`src/rtl/offset_counter_pkg.sv`:
```
package offset_counter_pkg;

  // Strobes from the control stage into the counter chain
  typedef struct packed {
    logic clear;     // force every cell to zero
    logic load;      // parallel load into every cell
    logic useStart;  // load word is startVal rather than ldValue
    logic step;      // enable for the lowest cell
  } ctr_strobe_t;

endpackage

```
`src/rtl/counter_cell.sv`:
```
module counter_cell #(
  parameter int CELL_W = 4
) (
  input  logic              clk,
  input  logic              rstN,
  input  logic              clear,
  input  logic              load,
  input  logic [CELL_W-1:0] loadVal,
  input  logic              en,
  output logic [CELL_W-1:0] q,
  output logic              carry
);

  always_ff @(posedge clk) begin
    if (!rstN || clear) begin
      q <= '0;
    end else if (load) begin
      q <= loadVal;
    end else if (en) begin
      q <= q + CELL_W'(1);
    end
  end

  // Terminal state flag used to chain cells
  assign carry = &q;

endmodule

```
`src/rtl/counter_datapath.sv`:
```
module counter_datapath
  import offset_counter_pkg::*;
#(
  parameter int STAGE_W = 4,
  parameter int STAGES  = 2,
  localparam int W      = STAGE_W * STAGES
) (
  input  logic        clk,
  input  logic        rstN,
  input  ctr_strobe_t strb,
  input  logic [W-1:0] ldValue,
  input  logic [W-1:0] startVal,
  output logic [W-1:0] count,
  output logic         topCarry
);

  logic [W-1:0]      loadWord;
  logic [STAGES:0]   chainEn;
  logic [STAGES-1:0] cellCarry;

  assign loadWord   = strb.useStart ? startVal : ldValue;
  assign chainEn[0] = strb.step;

  for (genvar i = 0; i < STAGES; i++) begin : g_cell
    counter_cell #(.CELL_W(STAGE_W)) u_cell (
      .clk    (clk),
      .rstN   (rstN),
      .clear  (strb.clear),
      .load   (strb.load),
      .loadVal(loadWord[i*STAGE_W +: STAGE_W]),
      .en     (chainEn[i]),
      .q      (count[i*STAGE_W +: STAGE_W]),
      .carry  (cellCarry[i])
    );
    // Next cell advances only when this one is enabled and at its top
    assign chainEn[i+1] = chainEn[i] & cellCarry[i];
  end

  assign topCarry = &cellCarry;

endmodule

```
`src/rtl/counter_control.sv`:
```
module counter_control
  import offset_counter_pkg::*;
#(
  parameter int W = 8
) (
  input  logic         clr,
  input  logic         ldReq,
  input  logic         cntEn,
  input  logic         startMode,
  input  logic         stopMode,
  input  logic [W-1:0] stopVal,
  input  logic [W-1:0] count,
  input  logic         topCarry,
  output ctr_strobe_t  strb
);

  logic stopHit;
  logic wrapHit;

  assign stopHit = stopMode && (count == stopVal);
  assign wrapHit = startMode && topCarry;

  always_comb begin
    strb = '0;
    if (clr) begin
      strb.clear = 1'b1;
    end else if (ldReq) begin
      strb.load = 1'b1;
    end else if (cntEn) begin
      if (stopHit || wrapHit) begin
        if (startMode) begin
          strb.load     = 1'b1;
          strb.useStart = 1'b1;
        end else begin
          strb.clear = 1'b1;
        end
      end else begin
        strb.step = 1'b1;
      end
    end
  end

endmodule

```
`src/rtl/offset_counter_top.sv`:
```
module offset_counter_top
  import offset_counter_pkg::*;
#(
  parameter int STAGE_W = 4,
  parameter int STAGES  = 2,
  localparam int W      = STAGE_W * STAGES
) (
  input  logic         clk,
  input  logic         rstN,
  input  logic         clr,
  input  logic         ldReq,
  input  logic [W-1:0] ldValue,
  input  logic         cntEn,
  input  logic         startMode,
  input  logic         stopMode,
  input  logic [W-1:0] startVal,
  input  logic [W-1:0] stopVal,
  output logic [W-1:0] count,
  output logic         carryOut
);

  ctr_strobe_t strb;

  counter_control #(.W(W)) u_ctrl (
    .clr      (clr),
    .ldReq    (ldReq),
    .cntEn    (cntEn),
    .startMode(startMode),
    .stopMode (stopMode),
    .stopVal  (stopVal),
    .count    (count),
    .topCarry (carryOut),
    .strb     (strb)
  );

  counter_datapath #(.STAGE_W(STAGE_W), .STAGES(STAGES)) u_dp (
    .clk     (clk),
    .rstN    (rstN),
    .strb    (strb),
    .ldValue (ldValue),
    .startVal(startVal),
    .count   (count),
    .topCarry(carryOut)
  );

endmodule

```
`config.mk`:
```
export PLATFORM = sky130hd
export DESIGN_NAME = offset_counter_top
export DESIGN_NICKNAME = d
export VERILOG_FILES = /design/src/rtl/offset_counter_pkg.sv /design/src/rtl/counter_cell.sv /design/src/rtl/counter_datapath.sv /design/src/rtl/counter_control.sv /design/src/rtl/offset_counter_top.sv
export SDC_FILE = /design/constraint.sdc
export NUM_CORES = 1
export LEC_CHECK = 0
export BUFFER_PORTS_ARGS = -buffer_cell sky130_fd_sc_hd__buf_2
export CAP_MARGIN = 20
export CORE_MARGIN = 2
export CORE_UTILIZATION = 25
export DETAILED_ROUTE_END_ITERATION = 12
export SYNTH_ARGS = -nofsm -noshare
export SYNTH_HDL_FRONTEND = slang
export SYNTH_SLANG_ARGS = --single-unit
```
`constraint.sdc`:
```
create_clock -name clk -period 2.2 [get_ports clk]
set_clock_uncertainty 0.1 [all_clocks]
set_input_delay 0.11 -clock clk [delete_from_list [all_inputs] [get_ports clk]]
set_output_delay 0.11 -clock clk [all_outputs]
set_load 0.005 [all_outputs]
```
==> out/metrics.cfg <==
[outcome]
outcome = completed

[clock_tree]
htreeDepth = 1
cts.path.max_buffers = 2
postCtsSetupBuffers = 0
cts_sinks = 8
clock_latency_ps = 260
tritoncts = built
hold_buffers = 0
clkTransAtPathRegs_ps = 50
cts_made_buffers = 3
clockRootBuffer = clkbuf_4

[power]
irDropWorstVdd_uv = 258
p_total_uw = 374
power.leakage_nw = 0.528
p_per_area_nw_per_um2 = 346

[placement]
postPlaceCellArea_um2 = 1050
dp_hpwl_mm = 1.97
finalWeightedCongestion = 0.850
io_buffers = 39
dp_slack_ps = 110

[die]
die_h_um = 61.3
ios = 40
die_w_um = 61.3
row_count = 20
start_util = 0.267
dieArea_um2 = 3760
core_area_um2 = 3080

[global_routing]
grt_overflow_total = 0
antenna_found_initial = 0
grt_util_all_layers = 0.138
grt_first_pass_wirelength_mm = 3.88
grt_pass1_vias = 891
grt_max_degree = 11

[worst_setup_path]
r2r_end = u_dp.g_cell[0].u_cell.q[2]
cp-start-kind = register
regToRegStartpoint = u_dp.g_cell[1].u_cell.q[3]
endpoint_kind = register
cp_max_fo = 6
cp_data_required_time_ps = 2230
critPathKind = register to register
rr_worst_depth = 6
rrSetupSlack_ps = 110
critical_path_arrival_ps = 2120

[synthesis]
yosys.area.top_type = dfxtp_1
syn-cell-area_um2 = 821
synth_edf_count = 0
synth_area_leaders = dfxtp_1, xor2_1, and3_1
ys_ff_latch = 8
synthesis.instances = 102
yosysWarnings = 0
avgSynthCellArea_um2 = 8.05
synth_top_area_share = 0.195
synth.distinct_cells = 42
ys.flop_type = dfxtp_1
ys_async_sr_fraction = 0
synth_seq_area_share = 0.195
syn-num-nets = 135

[cells_and_area]
largest_register = u_dp.g_cell.u_cell.q
largest_reg_flops = 8
final_nets = 177
layout_commonest_cell = buf_2
layout-drive-gt1-share = 0.345
top_regs = u_dp.g_cell.u_cell.q x8
layout_common_cells = buf_2, xor2_1, nand2_1
synthToLayoutAreaGrowth_pct = 32.0
fin_area_um2 = 1080
diodes = 0

[routing]
drc = 0
antenna_left = 0
viasPerCell = 5.04
finalWirelength_mm = 2.33
drt_iter0_markers = 31
vias = 937
first_pass_iters = 4
avgRoutedWirePerCell_um = 12.5

[timing]
max-slew-margin-rel = 0.675
hold_viol = 0
fin_setup_tns_ps = 0
worstMarginPinSlew_ps = 485
setup_ws_ps = 113
rsz0062_at_grt = true
finalSetupViolCount = 0
max_freq_mhz = 479
min_period_over_period = 0.949
min_period_ps = 2090
drv_slew = 0
whs_ps = 54.0

[job]
maxCapViolations = 0

[worst_hold_path]
hold_end = u_dp.g_cell[1].u_cell.q[2]
hold_depth = 3
min_from = ldValue[6]
hp-class = primary input to register

==> critical path, stage by stage, from the launching register on <==
cell and delay (ps):
dfxtp_1 360, xor2_1 200, nor4b_2 360, a31oi_1 250
or3_1 410, a32oi_1 200, a21oi_1 90
==> report_power, final <==
part,total (mW),internal [mW],switching [mW]
Combinational,0.102,0.0505,0.0519
Clock,0.114,0.0625,0.0519
Sequential,0.157,0.150,0.00757
Total,0.374,0.263,0.111
==> cell type report <==
type	instances	area (um^2)
Clock buffer	3	22.5
Fill cell	339	1990
Inverter	5	18.8
Multi-Input combinational cell	87	632
Sequential cell	8	160
Tap cell	44	55.1
Timing Repair Buffer	39	195
==> cell families (layout without fill, tap and decap cells) <==
kind of cell | after synthesis | count (layout) | synth area share
buffers and inverters | 7 | 47 | 0.0503
AOI/OAI and AO/OA | 24 | 24 | 0.229
and+or+nand+nor | 47 | 47 | 0.341
adders and majority gates | 2 | 2 | 0.0305
DFF | 8 | 8 | 0.195
muxes | 3 | 3 | 0.0366
xor gates and xnor gates | 11 | 11 | 0.117
==> metal layers <==
layer	vias to the layer above	GRT usage	wire, um
li1	466	-	-
met2	46	0.191	1020
met3	9	0.0399	222
met5	-	0	0
met4	0	0.0839	70
met1	416	0.188	1020
==> Yosys cell counts (3+ instances only) <==
cell / count
nor2_1: 8
nor3b_1: 3
a31oi_1: 3
inv_1: 5
nand3_1: 5
mux2i_1: 3
and3_1: 6
nand2_1: 9
dfxtp_1: 8
and2_1: 4
xor2_1: 10
==> repair_timing <==
action	in CTS	in global routing
gates resized for setup	0	2
endpoints found under the setup margin	0	4
endpoints found under the hold margin	0	0
==> through the flow <==
step	instances	util
2_1_floorplan	102	-
3_3_place_gp	183	0.341
3_5_place_dp	183	0.341
4_1_cts	186	0.348
5_1_grt	186	0.352
6_report	186	0.352
==> worst max-delay path by stage <==
stage | to | start | cells past startpoint | slack, ps
global placement | u_dp.g_cell[0].u_cell.q[2] | u_dp.g_cell[1].u_cell.q[2] | 6 | 140
CTS | u_dp.g_cell[1].u_cell.q[3] | u_dp.g_cell[1].u_cell.q[3] | 6 | 80
global route | u_dp.g_cell[0].u_cell.q[3] | u_dp.g_cell[1].u_cell.q[3] | 6 | -20
detailed placement | u_dp.g_cell[1].u_cell.q[3] | u_dp.g_cell[1].u_cell.q[3] | 6 | 110
floorplan | u_dp.g_cell[0].u_cell.q[3] | u_dp.g_cell[0].u_cell.q[0] | 8 | 250
finish | u_dp.g_cell[0].u_cell.q[2] | u_dp.g_cell[1].u_cell.q[3] | 6 | 110
(Power assumes the default switching activity.)
